===== src/rtl/i2c_addr_pkg.sv =====
package i2c_addr_pkg;

    localparam int BYTE_W  = 8;
    localparam int OWN_W   = 10;
    localparam int HI_W    = OWN_W - BYTE_W;
    localparam int ADDR7_W = BYTE_W - 1;
    localparam int HDR_W   = BYTE_W - HI_W - 1;
    localparam logic [HDR_W-1:0] TEN_HDR = 5'b11110;
    localparam logic [HDR_W-1:0] RSV_HI  = 5'b11111;
    localparam logic [HDR_W-1:0] RSV_LO  = 5'b00000;

    typedef enum logic [1:0] {
        FK_GCALL,
        FK_RESERVED,
        FK_TEN_HDR,
        FK_SEVEN
    } first_kind_e;

    typedef struct packed {
        first_kind_e          kind;
        logic                 rw;
        logic [HI_W-1:0]      hi;
        logic [ADDR7_W-1:0]   addr7;
    } first_info_t;

    typedef enum logic [2:0] {
        PH_IDLE,
        PH_ADDR1,
        PH_ADDR2,
        PH_OWN,
        PH_GCALL
    } phase_e;

    function automatic logic is_reserved_first(input logic [BYTE_W-1:0] b);
        return ((b[BYTE_W-1 -: HDR_W] == RSV_LO) && (b != '0)) ||
               (b[BYTE_W-1 -: HDR_W] == RSV_HI);
    endfunction

    function automatic first_info_t decode_first(input logic [BYTE_W-1:0] b);
        first_info_t r;
        r.rw    = b[0];
        r.hi    = b[HI_W:1];
        r.addr7 = b[BYTE_W-1:1];
        if (b == '0)
            r.kind = FK_GCALL;
        else if (is_reserved_first(b))
            r.kind = FK_RESERVED;
        else if (b[BYTE_W-1 -: HDR_W] == TEN_HDR)
            r.kind = FK_TEN_HDR;
        else
            r.kind = FK_SEVEN;
        return r;
    endfunction

endpackage


===== src/rtl/first_byte_classifier.sv =====
module first_byte_classifier
    import i2c_addr_pkg::*;
(
    input  logic [BYTE_W-1:0] byte_i,
    output first_info_t       info_o
);
    always_comb info_o = decode_first(byte_i);
endmodule


===== src/rtl/ten_bit_tracker.sv =====
module ten_bit_tracker (
    input  logic clk,
    input  logic rst,
    input  logic set_i,
    input  logic clr_i,
    output logic sel_o
);
    always_ff @(posedge clk) begin
        if (rst)        sel_o <= 1'b0;
        else if (clr_i) sel_o <= 1'b0;
        else if (set_i) sel_o <= 1'b1;
    end
endmodule


===== src/rtl/addr_phase_ctrl.sv =====
module addr_phase_ctrl
    import i2c_addr_pkg::*;
(
    input  logic              clk,
    input  logic              rst,
    input  logic              start_i,
    input  logic              rstart_i,
    input  logic              stop_i,
    input  logic              byte_valid_i,
    input  logic [BYTE_W-1:0] rx_byte_i,
    input  first_info_t       info_i,
    input  logic              ten_bit_mode_i,
    input  logic [OWN_W-1:0]  own_addr_i,
    input  logic              gcall_en_i,
    input  logic              sel10_i,
    output phase_e            phase_o,
    output logic              ack_o,
    output logic              matched_o,
    output logic              slave_tx_o,
    output logic              gcall_o,
    output logic              sel_set_o,
    output logic              sel_clr_o
);
    phase_e ph_d;
    logic   ack_d, mat_d, tx_d, gc_d;
    logic   hi_ok, seven_ok, low_ok;

    always_comb begin
        hi_ok    = ten_bit_mode_i && (info_i.hi == own_addr_i[OWN_W-1 -: HI_W]);
        seven_ok = !ten_bit_mode_i && (info_i.addr7 == own_addr_i[ADDR7_W-1:0]);
        low_ok   = (rx_byte_i == own_addr_i[BYTE_W-1:0]);
    end

    always_comb begin
        ph_d      = phase_o;
        ack_d     = ack_o;
        mat_d     = matched_o;
        tx_d      = slave_tx_o;
        gc_d      = gcall_o;
        sel_set_o = 1'b0;
        sel_clr_o = 1'b0;
        if (stop_i) begin
            ph_d  = PH_IDLE;
            ack_d = 1'b0;
            mat_d = 1'b0;
            tx_d  = 1'b0;
            gc_d  = 1'b0;
        end else if (start_i || rstart_i) begin
            ph_d  = PH_ADDR1;
            ack_d = 1'b0;
            mat_d = 1'b0;
            tx_d  = 1'b0;
            gc_d  = 1'b0;
        end else begin
            if ((phase_o == PH_GCALL) && !gcall_en_i) begin
                ph_d = PH_IDLE;
                gc_d = 1'b0;
            end
            if (byte_valid_i) begin
                case (phase_o)
                    PH_ADDR1: begin
                        ack_d     = 1'b0;
                        ph_d      = PH_IDLE;
                        sel_clr_o = 1'b1;
                        case (info_i.kind)
                            FK_GCALL: begin
                                if (gcall_en_i) begin
                                    ack_d = 1'b1;
                                    gc_d  = 1'b1;
                                    ph_d  = PH_GCALL;
                                end
                            end
                            FK_TEN_HDR: begin
                                if (hi_ok && !info_i.rw) begin
                                    ack_d     = 1'b1;
                                    ph_d      = PH_ADDR2;
                                    sel_clr_o = 1'b0;
                                end else if (hi_ok && sel10_i) begin
                                    ack_d     = 1'b1;
                                    mat_d     = 1'b1;
                                    tx_d      = 1'b1;
                                    ph_d      = PH_OWN;
                                    sel_clr_o = 1'b0;
                                end
                            end
                            FK_SEVEN: begin
                                if (seven_ok) begin
                                    ack_d = 1'b1;
                                    mat_d = 1'b1;
                                    tx_d  = info_i.rw;
                                    ph_d  = PH_OWN;
                                end
                            end
                            default: ack_d = 1'b0;
                        endcase
                    end
                    PH_ADDR2: begin
                        if (low_ok) begin
                            ack_d     = 1'b1;
                            mat_d     = 1'b1;
                            tx_d      = 1'b0;
                            ph_d      = PH_OWN;
                            sel_set_o = 1'b1;
                        end else begin
                            ack_d     = 1'b0;
                            ph_d      = PH_IDLE;
                            sel_clr_o = 1'b1;
                        end
                    end
                    PH_OWN:   ack_d = !slave_tx_o;
                    PH_GCALL: ack_d = gcall_en_i;
                    default:  ack_d = 1'b0;
                endcase
            end
        end
    end

    always_ff @(posedge clk) begin
        if (rst) begin
            phase_o    <= PH_IDLE;
            ack_o      <= 1'b0;
            matched_o  <= 1'b0;
            slave_tx_o <= 1'b0;
            gcall_o    <= 1'b0;
        end else begin
            phase_o    <= ph_d;
            ack_o      <= ack_d;
            matched_o  <= mat_d;
            slave_tx_o <= tx_d;
            gcall_o    <= gc_d;
        end
    end
endmodule


===== src/rtl/i2c_addr_matcher.sv =====
module i2c_addr_matcher
    import i2c_addr_pkg::*;
(
    input  logic              clk,
    input  logic              rst,
    input  logic              start_i,
    input  logic              rstart_i,
    input  logic              stop_i,
    input  logic              byte_valid_i,
    input  logic [BYTE_W-1:0] rx_byte_i,
    input  logic              ten_bit_mode_i,
    input  logic [OWN_W-1:0]  own_addr_i,
    input  logic              gcall_en_i,
    output logic              ack_o,
    output logic              matched_o,
    output logic              slave_tx_o,
    output logic              gcall_o
);
    first_info_t info;
    phase_e      phase_q;
    logic        sel10_q, sel_set, sel_clr, tracker_clr;

    first_byte_classifier u_cls (
        .byte_i (rx_byte_i),
        .info_o (info)
    );

    always_comb tracker_clr = stop_i || start_i || (sel_clr && !rstart_i);

    ten_bit_tracker u_sel (
        .clk   (clk),
        .rst   (rst),
        .set_i (sel_set && !rstart_i),
        .clr_i (tracker_clr),
        .sel_o (sel10_q)
    );

    addr_phase_ctrl u_ctl (
        .clk            (clk),
        .rst            (rst),
        .start_i        (start_i),
        .rstart_i       (rstart_i),
        .stop_i         (stop_i),
        .byte_valid_i   (byte_valid_i),
        .rx_byte_i      (rx_byte_i),
        .info_i         (info),
        .ten_bit_mode_i (ten_bit_mode_i),
        .own_addr_i     (own_addr_i),
        .gcall_en_i     (gcall_en_i),
        .sel10_i        (sel10_q),
        .phase_o        (phase_q),
        .ack_o          (ack_o),
        .matched_o      (matched_o),
        .slave_tx_o     (slave_tx_o),
        .gcall_o        (gcall_o),
        .sel_set_o      (sel_set),
        .sel_clr_o      (sel_clr)
    );
endmodule


===== config.mk =====
export PLATFORM = sky130hd
export DESIGN_NAME = i2c_addr_matcher
export DESIGN_NICKNAME = d
export VERILOG_FILES = /design/src/rtl/i2c_addr_pkg.sv /design/src/rtl/first_byte_classifier.sv /design/src/rtl/ten_bit_tracker.sv /design/src/rtl/addr_phase_ctrl.sv /design/src/rtl/i2c_addr_matcher.sv
export SDC_FILE = /design/constraint.sdc
export NUM_CORES = 1
export LEC_CHECK = 0
export ABC_AREA = 1
export BUFFER_PORTS_ARGS = -buffer_cell sky130_fd_sc_hd__buf_2
export CAP_MARGIN = 0
export CORE_MARGIN = 5
export CORE_UTILIZATION = 46
export CTS_BUF_LIST = sky130_fd_sc_hd__clkbuf_4 sky130_fd_sc_hd__clkbuf_8
export DETAILED_ROUTE_END_ITERATION = 10
export GPL_TIMING_DRIVEN = 0
export HOLD_SLACK_MARGIN = 0.08
export PLACE_DENSITY = 0.79
export RECOVER_POWER = 25
export SLEW_MARGIN = 20
export SYNTH_ARGS = -nofsm -noshare
export SYNTH_HDL_FRONTEND = slang
export SYNTH_SLANG_ARGS = --single-unit

===== constraint.sdc =====
create_clock -name clk -period 1.3 [get_ports clk]
set_clock_uncertainty 0.05 [all_clocks]
set_input_delay 0.26 -clock clk [delete_from_list [all_inputs] [get_ports clk]]
set_output_delay 0.26 -clock clk [all_outputs]
set_load 0.02 [all_outputs]

==> impl_metrics.yaml <==
status:
  status: "completed"
worst_setup_path:
  cp-start-kind: "flop"
  r2r.worst_path.cells: 8
  r2r_setup_slack_ns: 0.02
  crit_required_ns: 1.43
  critical_path_arrival_ns: 1.42
  worstSetupPathType: "flop to flop"
  cp-end-kind: "flop"
  worst-path-max-fanout: 4
  reg2reg_from: "u_ctl.phase_o[0]"
  reg2reg_to: "u_ctl.ack_o"
routing:
  viasPerCell: 5.11
  routedWlPerCell_um: 11.0
  drc_errors: 0
  drt_wl_total_um: 2410
  vias: 1119
  ant_nets: 0
  dr.first_iter.drc_count: 25
  first_pass_iters: 4
die:
  die_h_um: 52.6
  core_area_mm2: 0.00173
  dieArea_mm2: 0.00276
  initial_core_util_pct: 48.3
  rows: 15
  die_x_um: 52.6
  ioPinCount: 30
final_layout:
  synthToLayoutAreaGrowth_pct: 36.6
  seq_area_um2: 169
  nets: 222
  drive_gt1_share_pct: 34.0
  antenna-diode-count: 0
  fillerInstances: 169
  multiInputGateArea_um2: 627
sta:
  report.final.slew_viol_count: 0
  finalCritPeriodShare_pct: 98.7
  fmax_ghz: 0.780
  tightest_slew_ns: 0.299
  rsz0062_at_grt: "yes"
  hold_violations: 0
  finalSetupViolations: 0
  worst_slew_margin_rel_pct: 80.0
  setup_tns_ns: 0
  fin_crit_ns: 1.28
clocking:
  cts.sinks: 8
  clkTransAtPathRegs_ns: 0.05
  ctsRootBufferMaster: "clkbuf_4"
  cts_tree: "built"
  cts-buffers-inserted: 3
  cts.htree.levels: 1
  clk_latency_ns: 0.25
  hold_buffers: 0
  cts.path.max_buffers: 2
yosys:
  syn_area_um2: 833
  ys_types: 18
  synthArstFlopShare_pct: 0
  ys_warn_count: 0
  syn_inst: 158
  synthFlopType: "dfxtp_1"
  synth_edf_count: 0
  synth_seq_cells: 8
  avgSynthCellArea_um2: 5.27
  yosysSeqAreaShare_pct: 19.2
  synth_nets: 184
place:
  portBuffers: 29
  globalplace.congestion: 0.847
  dpl.hpwl_um: 1770
grt:
  grt_pass1_vias: 1052
  grt_max_degree: 7
  antenna_found_initial: 0
  grt_pass1_wl_um: 3890
  globalRouteOverflowTotal: 0
  grt_use_total_pct: 18.3
hold_path:
  hp-start: "start_i"
  min_path_type: "input pin to flop"
  hold_path_end: "u_sel.sel_o"
  hold-path-cell-count: 4
flow_run:
  cap_violations: 0
power:
  p_total_uw: 636
  vdd_drop_max_mv: 0.548
  powerDensity_mw_per_mm2: 559
  p_leak_uw: 0.000568
worst max-delay path: stages, from the launching register on:
cell,delay (ns)
dfxtp_4,0.39
inv_4,0.05
nor3_4,0.22
inv_2,0.09
nor2_4,0.10
a21oi_2,0.07
nand3_1,0.09
nand2_1,0.06
a21oi_2,0.11
worst max-delay path by stage:
stage | startpoint | endpoint | cells after the start
2_1_floorplan | u_ctl.phase_o[1] | u_ctl.slave_tx_o | 7
3_3_place_gp | rx_byte_i[0] | u_ctl.slave_tx_o | 13
3_5_place_dp | rx_byte_i[0] | u_ctl.slave_tx_o | 13
4_1_cts | u_ctl.phase_o[1] | u_ctl.phase_o[0] | 6
5_1_grt | rx_byte_i[1] | u_ctl.phase_o[1] | 13
6_report | u_ctl.phase_o[0] | u_ctl.ack_o | 8
cells by family after synthesis:
group	Yosys count	share of synthesized area (%)
compound gates	20	13.1
buf+inv	29	13.1
xor+xnor	1	1.05
simple gates	100	53.6
flops	8	19.2
sequential cells by signal (all words and copies together) (netlist names):
name              count
u_sel.sel_o           1
u_ctl.gcall_o         1
u_ctl.slave_tx_o      1
u_ctl.phase_o         3
u_ctl.matched_o       1
u_ctl.ack_o           1
cell usage after synthesis (2+ instances only):
cell / instances / area, um2
inv_2: 7 / 26.3
a21oi_1: 11 / 55.1
o21ai_0: 6 / 30.0
nand3_2: 2 / 20.0
nand3_1: 8 / 40.0
nor2_2: 2 / 12.5
nand4_1: 3 / 18.8
dfxtp_1: 8 / 160
nor3_4: 2 / 32.5
nor2_1: 21 / 78.8
inv_1: 22 / 82.6
nand2_1: 60 / 225
layer usage:
| layer | global-route usage, % | wire, um |
|---|---|---|
| met4 | 6.81 | 36 |
| met1 | 19.3 | 944 |
| met2 | 34.3 | 1270 |
| met5 | 0 | 0 |
| met3 | 4.56 | 158 |
power breakdown:
group	switching, uW	total (uW)	internal (uW)
combinational	123	205	81.7
clock	76.9	182	105
sequential	4.43	249	245
metrics by stage:
stage / area, um2 / hold slack, ns / util (%) / setup slack [ns] / std cells
floorplan: 833 / 0.353 / - / 0.0579 / 158
global placement: 1010 / 0.385 / 58.5 / -0.186 / 212
detailed placement: 1010 / 0.390 / 58.5 / -0.192 / 212
CTS: 1060 / 0.220 / 61.7 / 0.000721 / 218
global route: 1140 / 0.248 / 65.9 / -0.0829 / 219
finish: 1140 / 0.222 / 65.9 / 0.0175 / 219
area by class of cell:
| cell class | instances | share of cell area (%) |
|---|---|---|
| tap | 25 | 2.75 |
| inverter | 29 | 9.78 |
| clock buffer | 3 | 1.98 |
| sequential | 8 | 14.8 |
| timing repair buffer | 33 | 15.6 |
| multi-input combinational | 121 | 55.1 |
cells in the final DEF (no fill, tap or decap):
cell	instances
nor2_1	17
o21ai_0	5
nand3_4	2
buf_2	28
o32ai_1	1
nor3_4	2
inv_2	6
nand3_1	7
dfxtp_4	2
nand3_2	1
clkbuf_1	1
o21ai_2	1
nand4_1	3
buf_6	1
nand2_1	58
o21bai_1	1
a21oi_2	5
o211ai_1	1
inv_1	22
nand4_2	1
clkbuf_4	3
dfxtp_1	5
nor2_4	1
a21oi_1	6
buf_4	3
nand2_2	3
nor2_2	5
dfxtp_2	1
xnor2_1	1
inv_4	1
what timing repair did:
item | in CTS | in global routing
buffers inserted | 3 | 1
gates cloned | 0 | 0
setup endpoints to repair | 4 | 6
gates resized for setup | 5 | 19
pin swaps | 3 | 7
Note: power is estimated with default switching activity, not from simulation.
